--- config.mk ---
export PLATFORM = sky130hd
export DESIGN_NAME = refresh_sched
export DESIGN_NICKNAME = d
export VERILOG_FILES = /design/src/rtl/refsch_pkg.sv /design/src/rtl/refsch_interval.sv /design/src/rtl/refsch_debt.sv /design/src/rtl/refsch_seq.sv /design/src/rtl/refresh_sched.sv
export SDC_FILE = /design/constraint.sdc
export NUM_CORES = 1
export LEC_CHECK = 0
export BUFFER_PORTS_ARGS = -buffer_cell sky130_fd_sc_hd__buf_2
export CAP_MARGIN = 20
export CORE_MARGIN = 4
export CORE_UTILIZATION = 50
export CTS_BUF_LIST = sky130_fd_sc_hd__clkbuf_8 sky130_fd_sc_hd__clkbuf_16
export DETAILED_ROUTE_END_ITERATION = 6
export PLACE_DENSITY_LB_ADDON = 0.08
export SLEW_MARGIN = 25
export SYNTH_ARGS = -nofsm -noshare
export SYNTH_HDL_FRONTEND = slang
export SYNTH_SLANG_ARGS = --single-unit
export TNS_END_PERCENT = 1
--- constraint.sdc ---
create_clock -name clk -period 2.9 [get_ports clk]
set_input_delay 0.435 -clock clk [delete_from_list [all_inputs] [get_ports clk]]
set_output_delay 0.435 -clock clk [all_outputs]
set_load 0.02 [all_outputs]
--- src/rtl/refsch_pkg.sv ---
package refsch_pkg;

  typedef enum logic [2:0] {
    RS_IDLE = 3'd0,
    RS_PREA = 3'd1,
    RS_TRP  = 3'd2,
    RS_REF  = 3'd3,
    RS_TRFC = 3'd4
  } rs_state_e;

  typedef struct packed {
    logic cs_n;
    logic ras_n;
    logic cas_n;
    logic we_n;
    logic a10;
  } ddr_cmd_t;

  localparam ddr_cmd_t CMD_NOP  = '{cs_n: 1'b0, ras_n: 1'b1, cas_n: 1'b1, we_n: 1'b1, a10: 1'b0};
  localparam ddr_cmd_t CMD_PREA = '{cs_n: 1'b0, ras_n: 1'b0, cas_n: 1'b1, we_n: 1'b0, a10: 1'b1};
  localparam ddr_cmd_t CMD_REF  = '{cs_n: 1'b0, ras_n: 1'b0, cas_n: 1'b0, we_n: 1'b1, a10: 1'b0};

endpackage

--- src/rtl/refsch_interval.sv ---
module refsch_interval #(
  parameter int unsigned PERIOD = 1040
) (
  input  logic clk,
  input  logic rst_n,
  output logic tick
);
  localparam int unsigned CW = (PERIOD > 2) ? $clog2(PERIOD) : 1;

  logic [CW-1:0] cnt_q, cnt_d;
  logic          wrap;

  always_comb begin
    wrap  = (cnt_q == CW'(PERIOD - 1));
    cnt_d = wrap ? '0 : cnt_q + 1'b1;
  end

  always_ff @(posedge clk or negedge rst_n) begin
    if (!rst_n) cnt_q <= '0;
    else        cnt_q <= cnt_d;
  end

  assign tick = wrap;

  // an expiry lasts one cycle, never two in a row
  a_r2_tick_single: assert property (@(posedge clk) disable iff (!rst_n)
    tick |=> !tick);

endmodule

--- src/rtl/refsch_debt.sv ---
module refsch_debt #(
  parameter int unsigned MAX_DEBT = 8
) (
  input  logic clk,
  input  logic rst_n,
  input  logic tick,
  input  logic consume,
  output logic owed,
  output logic full
);
  localparam int unsigned DW = $clog2(MAX_DEBT + 1);

  logic [DW-1:0] debt_q, debt_d;
  logic          add, sub, debt_en;

  always_comb begin
    full    = (debt_q == DW'(MAX_DEBT));
    owed    = (debt_q != '0);
    add     = tick && !full;
    sub     = consume && owed;
    debt_en = add ^ sub;
    debt_d  = add ? debt_q + 1'b1 : debt_q - 1'b1;
  end

  always_ff @(posedge clk or negedge rst_n) begin
    if (!rst_n)       debt_q <= '0;
    else if (debt_en) debt_q <= debt_d;
  end

  // never above the cap
  a_r5_debt_cap: assert property (@(posedge clk) disable iff (!rst_n)
    debt_q <= DW'(MAX_DEBT));

  // a refresh with no simultaneous expiry retires one owed refresh
  a_r11_retire_one: assert property (@(posedge clk) disable iff (!rst_n)
    (consume && !tick && owed) |=> (debt_q == $past(debt_q) - 1'b1));

  // an expiry at the cap leaves the count at the cap
  a_r5_drop_at_cap: assert property (@(posedge clk) disable iff (!rst_n)
    (full && tick && !consume) |=> full);

endmodule

--- src/rtl/refsch_seq.sv ---
module refsch_seq
  import refsch_pkg::*;
#(
  parameter int unsigned RP_CYC  = 3,
  parameter int unsigned RFC_CYC = 10
) (
  input  logic     clk,
  input  logic     rst_n,
  input  logic     owed,
  input  logic     bus_gnt,
  input  logic     any_open,
  output ddr_cmd_t cmd,
  output logic     busy,
  output logic     ref_fire
);
  localparam int unsigned WMAX = (RFC_CYC > RP_CYC) ? RFC_CYC : RP_CYC;
  localparam int unsigned WW   = (WMAX > 2) ? $clog2(WMAX) : 1;
  localparam bit          RP_WAIT  = (RP_CYC  > 1);
  localparam bit          RFC_WAIT = (RFC_CYC > 1);

  rs_state_e     st_q, st_d;
  logic [WW-1:0] wcnt_q, wcnt_d;
  logic          wcnt_en;

  always_comb begin
    st_d    = st_q;
    wcnt_d  = wcnt_q;
    wcnt_en = 1'b0;
    unique case (st_q)
      RS_IDLE: begin
        if (owed && bus_gnt) st_d = any_open ? RS_PREA : RS_REF;
      end
      RS_PREA: begin
        if (RP_WAIT) begin
          st_d    = RS_TRP;
          wcnt_d  = WW'(RP_CYC - 1);
          wcnt_en = 1'b1;
        end else begin
          st_d = RS_REF;
        end
      end
      RS_TRP: begin
        if (wcnt_q == WW'(1)) begin
          st_d = RS_REF;
        end else begin
          wcnt_d  = wcnt_q - 1'b1;
          wcnt_en = 1'b1;
        end
      end
      RS_REF: begin
        if (RFC_WAIT) begin
          st_d    = RS_TRFC;
          wcnt_d  = WW'(RFC_CYC - 1);
          wcnt_en = 1'b1;
        end else begin
          st_d = RS_IDLE;
        end
      end
      RS_TRFC: begin
        if (wcnt_q == WW'(1)) begin
          st_d = RS_IDLE;
        end else begin
          wcnt_d  = wcnt_q - 1'b1;
          wcnt_en = 1'b1;
        end
      end
      default: st_d = RS_IDLE;
    endcase
  end

  always_ff @(posedge clk or negedge rst_n) begin
    if (!rst_n) begin
      st_q   <= RS_IDLE;
      wcnt_q <= '0;
    end else begin
      st_q <= st_d;
      if (wcnt_en) wcnt_q <= wcnt_d;
    end
  end

  always_comb begin
    unique case (st_q)
      RS_PREA: cmd = CMD_PREA;
      RS_REF:  cmd = CMD_REF;
      default: cmd = CMD_NOP;
    endcase
    busy     = (st_q != RS_IDLE);
    ref_fire = (st_q == RS_REF);
  end

  // a precharge-all is always followed by the rest of the sequence
  a_r6_prea_continues: assert property (@(posedge clk) disable iff (!rst_n)
    (st_q == RS_PREA) |=> (st_q == RS_TRP || st_q == RS_REF));

  // a refresh straight from idle only when nothing was open
  a_r9_direct_ref: assert property (@(posedge clk) disable iff (!rst_n)
    (st_q == RS_IDLE && owed && bus_gnt && !any_open) |=> (st_q == RS_REF));

  // leaving idle needs a grant
  a_r10_start_granted: assert property (@(posedge clk) disable iff (!rst_n)
    (st_q == RS_IDLE && !bus_gnt) |=> (st_q == RS_IDLE));

endmodule

--- src/rtl/refresh_sched.sv ---
module refresh_sched
  import refsch_pkg::*;
#(
  parameter int unsigned REFI_CYC  = 1040,
  parameter int unsigned RFC_CYC   = 10,
  parameter int unsigned RP_CYC    = 3,
  parameter int unsigned MAX_DEBT  = 8,
  parameter int unsigned NUM_BANKS = 4
) (
  input  logic                 clk,
  input  logic                 rst_n,
  input  logic [NUM_BANKS-1:0] bank_open,
  input  logic                 bus_gnt,
  output logic                 bus_req,
  output logic                 bus_urgent,
  output logic                 cmd_cs_n,
  output logic                 cmd_ras_n,
  output logic                 cmd_cas_n,
  output logic                 cmd_we_n,
  output logic                 cmd_a10
);
  logic     tick, owed, full, busy, ref_fire;
  ddr_cmd_t cmd;

  refsch_interval #(.PERIOD(REFI_CYC)) u_timer (
    .clk  (clk),
    .rst_n(rst_n),
    .tick (tick)
  );

  refsch_debt #(.MAX_DEBT(MAX_DEBT)) u_debt (
    .clk    (clk),
    .rst_n  (rst_n),
    .tick   (tick),
    .consume(ref_fire),
    .owed   (owed),
    .full   (full)
  );

  refsch_seq #(.RP_CYC(RP_CYC), .RFC_CYC(RFC_CYC)) u_seq (
    .clk     (clk),
    .rst_n   (rst_n),
    .owed    (owed),
    .bus_gnt (bus_gnt),
    .any_open(|bank_open),
    .cmd     (cmd),
    .busy    (busy),
    .ref_fire(ref_fire)
  );

  assign bus_req    = owed | busy;
  assign bus_urgent = full;
  assign cmd_cs_n   = cmd.cs_n;
  assign cmd_ras_n  = cmd.ras_n;
  assign cmd_cas_n  = cmd.cas_n;
  assign cmd_we_n   = cmd.we_n;
  assign cmd_a10    = cmd.a10;

  // Spacing monitor on the command output, used only by the assertions
  localparam int unsigned SAT = (RFC_CYC > RP_CYC) ? RFC_CYC : RP_CYC;
  localparam int unsigned SW  = $clog2(SAT + 1);

  logic          issued, is_ref, is_pre;
  logic [SW-1:0] since_q;
  logic          last_ref_q, last_pre_q;

  always_comb begin
    is_ref = (cmd == CMD_REF);
    is_pre = (cmd == CMD_PREA);
    issued = is_ref || is_pre;
  end

  always_ff @(posedge clk or negedge rst_n) begin
    if (!rst_n) begin
      since_q    <= SW'(SAT);
      last_ref_q <= 1'b0;
      last_pre_q <= 1'b0;
    end else if (issued) begin
      since_q    <= SW'(1);
      last_ref_q <= is_ref;
      last_pre_q <= is_pre;
    end else if (since_q < SW'(SAT)) begin
      since_q <= since_q + 1'b1;
    end
  end

  // refresh only after the precharge time has elapsed
  a_r7_trp_met: assert property (@(posedge clk) disable iff (!rst_n)
    (is_ref && last_pre_q) |-> (since_q >= SW'(RP_CYC)));

  // nothing inside the refresh cycle time
  a_r8_trfc_met: assert property (@(posedge clk) disable iff (!rst_n)
    (issued && last_ref_q) |-> (since_q >= SW'(RFC_CYC)));

  // urgency always comes with a request
  a_r4_urgent_req: assert property (@(posedge clk) disable iff (!rst_n)
    bus_urgent |-> bus_req);

  // commands only while the bus is requested and granted
  a_r10_cmd_owned: assert property (@(posedge clk) disable iff (!rst_n)
    issued |-> (bus_req && $past(bus_req)));

  // an empty debt with no sequence leaves the bus alone
  a_r3_req_drop: assert property (@(posedge clk) disable iff (!rst_n)
    (!owed && !busy) |-> !bus_req);

endmodule

==> impl_metrics.toml, run 1 <==
[sta]
slew_headroom_pct = 64.7
final.period_utilization_pct = 92.0
hold-worst-slack_ns = 0.127
fin_crit_ns = 2.67
worst_clock_skew_ns = 0.000893
maxSlewViolCount = 0
tns_ns = 0
rsz0062_at_grt = "false"
worst_slew_pin_slew_ns = 0.529
fmax_mhz = 375
hold_viol = 0
setup_violations = 0

[clocking]
cts_tree = "yes"
post_cts_buffers = 0
clk_pin_slew_ns = 0.08
cts_root_buf = "clkbuf_8"
tritoncts_num_sinks = 22
worstSkewPairLatency_ns = 0.26
clk_path_buf_depth = 2
h-tree-depth = 1
cts_buffers = 3

[setup_path]
critPathMaxFanout = 6
critPathRequiredTime_ns = 3.07
arrival_ns = 2.84
end_kind = "flip-flop"
critPathLaunchType = "flip-flop"
critPathKind = "flip-flop to flip-flop"

[finish]
drive_gt1_share_pct = 16.3
postLayoutCoreUtil_pct = 59.1
final_net_count = 167
diodes = 0
multiInputGateArea_um2 = 738
area_growth_syn_to_layout_pct = 11.2
fillers = 225
seqCellArea_um2 = 551

[synth]
ys.flop_type = "dfrtp_1"
yosys.cell_count.top_type = "dfrtp_1"
muxShareOfSynthArea_pct = 0.840
syn_inst = 143
syn-num-nets = 156
synth_xor_area_share_pct = 7.18
synth.area.top_cells = "dfrtp_1, ha_1, xnor2_1"
synth_top_family_by_area = "simple AND/OR/NAND/NOR gates"
syn-cell-area_mm2 = 0.00134
ys_types = 44
synth_warnings = 0
synthSimpleGateAreaFrac_pct = 23.8
syn_avg_cell_area_um2 = 9.38
synthTopCellsByCount = "dfrtp_1, nor2_1, nand2_1"
synthAdderAreaFrac_pct = 6.16
async_flop_share_pct = 100
synth-seq-cells = 22
synth_top_area_share_pct = 41.0
synth-edff-count = 0
synth_compound_area_share_pct = 16.5
synth_top_area_cell = "dfrtp_1"
ys_seq_area_share_pct = 41.0

[power_and_ir_drop]
leakagePower_nw = 0.659
vdd_drop_max_mv = 0.261
power_density_mw_per_mm2 = 404
power.total_mw = 0.603

[route]
post_drt_wl_per_cell_um = 13.7
viasPerCell = 5.83
ant_nets = 0
drt_first_pass_iters = 4
routed_wl_um = 2510
vias = 1066
drcViolationCount = 0
drt-initial-drc-count = 53

[floorplanning]
die_area_mm2 = 0.00358
row_count = 18
core-area_mm2 = 0.00252
die_h_um = 59.8
initial_utilization_pct = 53.2
pin_count = 14
dieWidth_um = 59.8

[grt]
antenna_found_initial = 0
grt_max_degree = 23
grt_overflow = 0
first_global_vias = 1041
grt_usage_pct = 16.5
grt_pass1_wl_um = 4470

[run]
drv_cap = 0

[place]
place_congestion = 0.850
dp_hpwl_um = 1830
portBuffers = 12

[hold_path]
holdCritPathClass = "input pin to async pin"

[run_status]
status = "complete, no violations"
metrics by stage:
| step | setup slack (ns) | area (µm²) | instances |
|---|---|---|---|
| 2_1_floorplan | 0.241 | 1340 | 143 |
| 3_3_place_gp | 0.268 | 1420 | 179 |
| 3_5_place_dp | 0.169 | 1420 | 179 |
| 4_1_cts | 0.133 | 1490 | 183 |
| 5_1_grt | 0.0561 | 1490 | 183 |
| 6_report | 0.232 | 1490 | 183 |
routing by layer:
metal,up-vias,track usage (%),routed length [µm]
li1,531,-,-
met2,27,28.1,1220
met4,0,8.23,57
met5,-,0,0
met3,7,2.59,100
met1,501,20.1,1130
power by group:
| part | leakage (nW) | total [mW] | switching, mW | internal, mW |
|---|---|---|---|---|
| Sequential | 0.293 | 0.306 | 0 | 0.306 |
| Combinational | 0.331 | 0.0106 | 0.00758 | 0.00298 |
| Clock | 0.0357 | 0.286 | 0.102 | 0.184 |
path summary, 6_finish.rpt:
path	endpoint	startpoint	cells after the start	slack, ns
min in group clk	u_timer.cnt_q[0]	u_timer.cnt_q[0]	1	0.51
max	u_debt.debt_q[3]	u_timer.cnt_q[6]	9	0.23
max reg2reg	u_debt.debt_q[3]	u_timer.cnt_q[6]	9	0.23
min reg2reg	u_timer.cnt_q[0]	u_timer.cnt_q[0]	1	0.51
max in group asynchronous	u_seq.st_q[2]	rst_n	1	2.44
min	u_seq.st_q[0]	rst_n	1	0.13
flip-flops by register name, summed over array words and instances (netlist names):
register / cells
u_seq.wcnt_q: 4
u_seq.st_q: 3
u_debt.debt_q: 4
u_timer.cnt_q: 11
cells by family (layout without fill, tap and decap cells):
group | Yosys count | in the layout
multiplexers | 1 | 1
adder cells (fa/ha/maj) | 6 | 6
other | 1 | 1
buffers and inverters | 14 | 24
XOR/XNOR | 11 | 11
AND/OR/NAND/NOR | 55 | 55
flip-flops | 22 | 22
AO/OA/AOI/OAI | 33 | 33
timing repair:
item                                    CTS  global route
hold buffers                              0             0
hold endpoints to repair                  0             0
resized for setup                         0             1
endpoints found under the setup margin    0             1
cells in the final DEF, fill, tap and decap left out, types with 2 or more instances in the layout:
cell / netlist / layout
dfrtp_1: 22 / 22
nor2_1: 12 / 12
buf_2: 0 / 12
nand2_1: 11 / 11
inv_1: 7 / 7
o21ai_0: 7 / 7
nor3_1: 6 / 6
xnor2_1: 6 / 6
xor2_1: 5 / 5
a21oi_1: 6 / 5
ha_1: 5 / 5
nand3_1: 4 / 4
and2_1: 3 / 3
nand4_1: 3 / 3
or4_1: 3 / 3
a211oi_1: 3 / 3
clkbuf_8: 0 / 3
nand2b_1: 2 / 2
o21a_1: 2 / 2
a22o_1: 2 / 2
o31ai_1: 2 / 2
o22ai_1: 2 / 2
a22oi_1: 2 / 2
final cells by class:
cell class	count	area share [%]
clock buffer	3	2.77
clock inverter	1	2.01
inverter	7	1.76
multi-input combinational	107	49.5
sequential	22	36.9
tap	30	2.52
timing repair buffer	13	4.53
worst max-delay path, cell delays in order, from the launching register on:
cell and delay (ns):
dfrtp_1 0.44, or4b_4 0.57, nor4_4 0.25, nand2b_1 0.15, ha_1 0.30, a21o_1 0.19, a21oi_2 0.20, nor4_1 0.08
o21a_1 0.18, a311oi_1 0.22
No activity file was read; power rests on OpenSTA's default activity.
==> run 2, diff against run 1 <==
--- a/config.mk
+++ b/config.mk
@@ -8,7 +8,7 @@
 export BUFFER_PORTS_ARGS = -buffer_cell sky130_fd_sc_hd__buf_2
 export CAP_MARGIN = 20
 export CORE_MARGIN = 4
-export CORE_UTILIZATION = 50
+export CORE_UTILIZATION = 57
 export CTS_BUF_LIST = sky130_fd_sc_hd__clkbuf_8 sky130_fd_sc_hd__clkbuf_16
 export DETAILED_ROUTE_END_ITERATION = 6
 export PLACE_DENSITY_LB_ADDON = 0.08
==> run 2 against run 1 <==
Sequential power about the same. Clock skew increased by 0.0023 ns. Hold slack improved by 0.0025 ns. Via count increased by 2.3%. Flip-flop and latch count unchanged. Critical path depth unchanged. Die area decreased by 11%. Power about the same. Register-to-register slack got worse by 0.04 ns. Highest routed layer unchanged.
==> impl_metrics.toml, run 2 (synthesis results as in run 1) <==
[run_status]
status = "complete, no violations"

[route]
drcViolationCount = 0
ant_nets = 0
vias = 1090
drt-initial-drc-count = 31
post_drt_wl_per_cell_um = 15.4
drt_first_pass_iters = 4
routed_wl_um = 2790
viasPerCell = 6.02

[place]
dp.cells = 177
place_congestion = 0.779
dp_hpwl_um = 2000
portBuffers = 12

[floorplanning]
die_area_mm2 = 0.00319
dieWidth_um = 56.5
initial_utilization_pct = 60.1
core-area_mm2 = 0.00223
row_count = 17
die_h_um = 56.5
pin_count = 14

[finish]
layout_common_cells = "dfrtp_1, nor2_1, buf_2"
fillers = 189
top_regs = "u_timer.cnt_q x11, u_debt.debt_q x4, u_seq.wcnt_q x4"
layout_commonest_cell = "dfrtp_1"
drive_gt1_share_pct = 17.0
largest_reg_flops = 11
layoutNonFillerInstCount = 181
diodes = 0
postLayoutCoreUtil_pct = 66.7
final_net_count = 167
area_growth_syn_to_layout_pct = 11.1
regMostFlops = "u_timer.cnt_q"

[power_and_ir_drop]
vdd_drop_max_mv = 0.401
power_density_mw_per_mm2 = 404
sw_frac_of_total_pct = 18.1
p_switching_mw = 0.109
p_int_mw = 0.494
clockPowerShare_pct = 47.4
leakagePower_nw = 0.658
combPwrFrac_pct = 1.8
seq_power_share_pct = 50.8
power.total_mw = 0.603

[setup_path]
end_kind = "flip-flop"
r2r_start = "u_timer.cnt_q[6]"
critPathLaunchType = "flip-flop"
r2r_end = "u_debt.debt_q[3]"
crit_start = "u_timer.cnt_q[6]"
critPathKind = "flip-flop to flip-flop"
path_cells = "or4b_4 -> nor4_4 -> nand2b_1 -> ha_1 -> a21o_1 -> a21oi_2 -> nor4_1 -> o21a_1 -> a311oi_1"
cpPeakStageDelay_ns = 0.56
critPathRequiredTime_ns = 3.07
r2r_slack_ns = 0.19
rr_worst_depth = 9
critPathMaxFanout = 6
arrival_ns = 2.88
slowest_stage = "or4b_4"
cp-endpoint = "u_debt.debt_q[3]"

[grt]
grt_overflow = 0
grt_usage_pct = 18.9
antenna_found_initial = 0
grt_max_degree = 23
first_global_vias = 1101
grt_pass1_wl_um = 4880

[clocking]
cts_root_buf = "clkbuf_8"
hold_buffers = 0
cts_buffers = 3
worstSkewPairLatency_ns = 0.26
h-tree-depth = 1
cts_tree = "yes"
clk_path_buf_depth = 2
tritoncts_num_sinks = 22
clk_pin_slew_ns = 0.08

[sta]
fmax_mhz = 369
final.period_utilization_pct = 93.4
slew_headroom_pct = 63.0
setup_violations = 0
hold_viol = 0
tns_ns = 0
worst_slew_pin_slew_ns = 0.556
maxSlewViolCount = 0
hold-worst-slack_ns = 0.130
worst_clock_skew_ns = 0.00324
fin_crit_ns = 2.71

[run]
drv_cap = 0

[hold_path]
holdCritPathClass = "input pin to async pin"
run 2: cell counts in the layout (fill, tap and decap cells not counted):
No cell type changed its count.
run 2: area by class of cell:
type,instances,area (µm²),area share (%)
Clock buffer,3,41.3,2.77
Clock inverter,1,30.0,2.02
Inverter,7,26.3,1.76
Multi-Input combinational cell,107,738,49.5
Sequential cell,22,552,37.0
Tap cell,28,35.0,2.35
Timing Repair Buffer,13,67.6,4.53
run 2: how the worst min path moves through the flow:
stage / depth (start not counted) / to / slack [ns] / from
after global routing: 1 / u_timer.cnt_q[8] / 0.16 / rst_n
after floorplan: 0 / u_debt.debt_q[0] / 0.14 / rst_n
after global placement: 1 / u_seq.wcnt_q[3] / 0.43 / rst_n
final: 1 / u_seq.wcnt_q[3] / 0.13 / rst_n
after CTS: 1 / u_seq.wcnt_q[3] / 0.15 / rst_n
after detailed placement: 1 / u_seq.wcnt_q[3] / 0.43 / rst_n
run 2: per-layer routing:
metal  up-vias  track usage (%)  share of wire [%]
li1        534                -                  -
met1       536             23.7                 45
met2        18             33.5                 52
met3         2             2.76                2.6
met4         0             5.08               0.43
met5         -                0                  0
run 2: critical path: cells and delay by family (launching register included):
family | cells | cell delay (ns)
adder cells (fa/ha/maj) | 1 | 0.30
AND/OR/NAND/NOR | 4 | 1.04
flip-flops | 1 | 0.45
AO/OA/AOI/OAI | 4 | 0.83
run 2: repair_timing:
action / CTS / global route
setup endpoints to repair: 0 / 1
gates resized for setup: 0 / 2
setup buffers: 0 / 0
run 2: power by group through the flow:
stage               registers (mW)  clock network, mW  logic [mW]
finish                       0.306              0.285      0.0109
global route                 0.306              0.304      0.0125
CTS                          0.306              0.288      0.0114
detailed placement           0.313                  0      0.0113
global placement             0.313                  0      0.0110
floorplan                    0.313                  0     0.00245
run 2: stage by stage:
step	area [µm²]	worst slack (ns)
finish	1490	0.191
detailed placement	1410	0.135
floorplan	1340	0.241
CTS	1490	0.128
global route	1490	-0.0220
global placement	1410	0.272
==> run 3, diff against run 2 <==
--- a/config.mk
+++ b/config.mk
@@ -6,12 +6,12 @@
 export NUM_CORES = 1
 export LEC_CHECK = 0
 export BUFFER_PORTS_ARGS = -buffer_cell sky130_fd_sc_hd__buf_2
-export CAP_MARGIN = 20
+export CAP_MARGIN = 0
 export CORE_MARGIN = 4
 export CORE_UTILIZATION = 57
 export CTS_BUF_LIST = sky130_fd_sc_hd__clkbuf_8 sky130_fd_sc_hd__clkbuf_16
 export DETAILED_ROUTE_END_ITERATION = 6
-export PLACE_DENSITY_LB_ADDON = 0.08
+export PLACE_DENSITY = 0.87
 export SLEW_MARGIN = 25
 export SYNTH_ARGS = -nofsm -noshare
 export SYNTH_HDL_FRONTEND = slang
==> run 3 against run 2 <==
First-iteration DRC count is 23% higher. Fmax is 0.37% lower. Die area did not move. Combinational power down 5%. Cell count is 1.1% higher. Clock power is essentially flat. Power is 0.41% higher.
==> impl_metrics.toml, run 3 (synthesis results as in run 1) <==
[floorplanning]
row_count = 17
initial_utilization_pct = 60.1
die_h_um = 56.5
die_area_mm2 = 0.00319
dieWidth_um = 56.5
pin_count = 14
core-area_mm2 = 0.00223

[clocking]
tritoncts_num_sinks = 22
h-tree-depth = 1
cts_buffers = 3
cts_tree = "yes"
clk_pin_slew_ns = 0.08
clk_path_buf_depth = 2
worstSkewPairLatency_ns = 0.26
cts_root_buf = "clkbuf_8"

[power_and_ir_drop]
power.total_mw = 0.605
power_density_mw_per_mm2 = 402
leakagePower_nw = 0.666
vdd_drop_max_mv = 0.255

[setup_path]
arrival_ns = 2.89
critPathRequiredTime_ns = 3.07
critPathKind = "flip-flop to flip-flop"
r2r_slack_ns = 0.18
critPathLaunchType = "flip-flop"
end_kind = "flip-flop"
critPathMaxFanout = 6

[finish]
drive_gt1_share_pct = 18.1
largest_reg_flops = 11
layout_commonest_cell = "dfrtp_1"
regMostFlops = "u_timer.cnt_q"
top_regs = "u_timer.cnt_q x11, u_debt.debt_q x4, u_seq.wcnt_q x4"
final_net_count = 169
layout_common_cells = "dfrtp_1, nor2_1, buf_2"
diodes = 0
postLayoutCoreUtil_pct = 67.4
area_growth_syn_to_layout_pct = 12.2

[place]
pre_cts_ws_ns = 0.114
portBuffers = 12
place_congestion = 0.779
dp_hpwl_um = 2000

[route]
drt_first_pass_iters = 4
vias = 1121
viasPerCell = 6.13
drt-initial-drc-count = 38
drcViolationCount = 0
post_drt_wl_per_cell_um = 15.6
routed_wl_um = 2850
ant_nets = 0

[run]
drv_cap = 0

[grt]
antenna_found_initial = 0
first_global_vias = 1094
grt_max_degree = 23
grt_pass1_wl_um = 4990
grt_usage_pct = 19.5
grt_overflow = 0

[sta]
fmax_mhz = 368
fin_crit_ns = 2.72
slew_headroom_pct = 63.0
worst_slew_pin_slew_ns = 0.554
maxSlewViolCount = 0
setup_violations = 0
hold-worst-slack_ns = 0.117
hold_viol = 0
final.period_utilization_pct = 93.7
final.setup.worst_slack_ns = 0.181
worst_clock_skew_ns = 0.000830

[hold_path]
holdCritPathClass = "input pin to async pin"

[run_status]
status = "complete, no violations"
## run 3: what timing repair did
action	CTS	global route
setup endpoints to repair	0	1
endpoints found under the hold margin	0	0
buffers inserted	0	2
resized for setup	0	2
hold buffers	0	0
## run 3: path summary, 6_finish.rpt
check / from / end / depth (start not counted)
max reg2reg: u_timer.cnt_q[6] / u_debt.debt_q[3] / 9
max: u_timer.cnt_q[6] / u_debt.debt_q[3] / 9
min reg2reg: u_timer.cnt_q[0] / u_timer.cnt_q[0] / 1
min: rst_n / u_timer.cnt_q[8] / 1
max in group asynchronous: rst_n / u_timer.cnt_q[6] / 1
min in group clk: u_timer.cnt_q[0] / u_timer.cnt_q[0] / 1
## run 3: final cells by class
class                      count  area, µm²
clock inverter                 1       30.0
inverter                       7       26.3
sequential                    22        552
multi-input combinational    107        738
tap                           28       35.0
timing repair buffer          15       82.6
fill                         178        728
clock buffer                   3       41.3
## run 3: critical path, stage by stage (launching register included)
cell,delay (ns)
dfrtp_2,0.45
or4b_4,0.55
nor4_4,0.26
nand2b_1,0.15
ha_1,0.29
a21o_1,0.19
a21oi_2,0.21
nor4_1,0.07
o21a_1,0.19
a311oi_1,0.25
## run 3: stage by stage
stage / instances / TNS (ns) / area, µm²
after global routing: 183 / -0.0124 / 1510
after global placement: 177 / 0 / 1410
after detailed placement: 177 / 0 / 1410
after CTS: 181 / 0 / 1490
after floorplan: 143 / 0 / 1340
final: 183 / 0 / 1510
## run 3: power breakdown
part / internal (mW) / total [mW] / switching [mW]
Combinational: 0.00298 / 0.0104 / 0.00738
Clock: 0.184 / 0.288 / 0.104
Sequential: 0.306 / 0.306 / 0
Total: 0.494 / 0.605 / 0.111
## run 3: layer usage
| layer | up-vias | global-route usage [%] | routed length, µm |
|---|---|---|---|
| met5 | - | 0 | 0 |
| met4 | 0 | 7.80 | 55 |
| met3 | 10 | 1.38 | 137 |
| met2 | 46 | 31.7 | 1380 |
| met1 | 528 | 26.9 | 1280 |
| li1 | 537 | - | - |
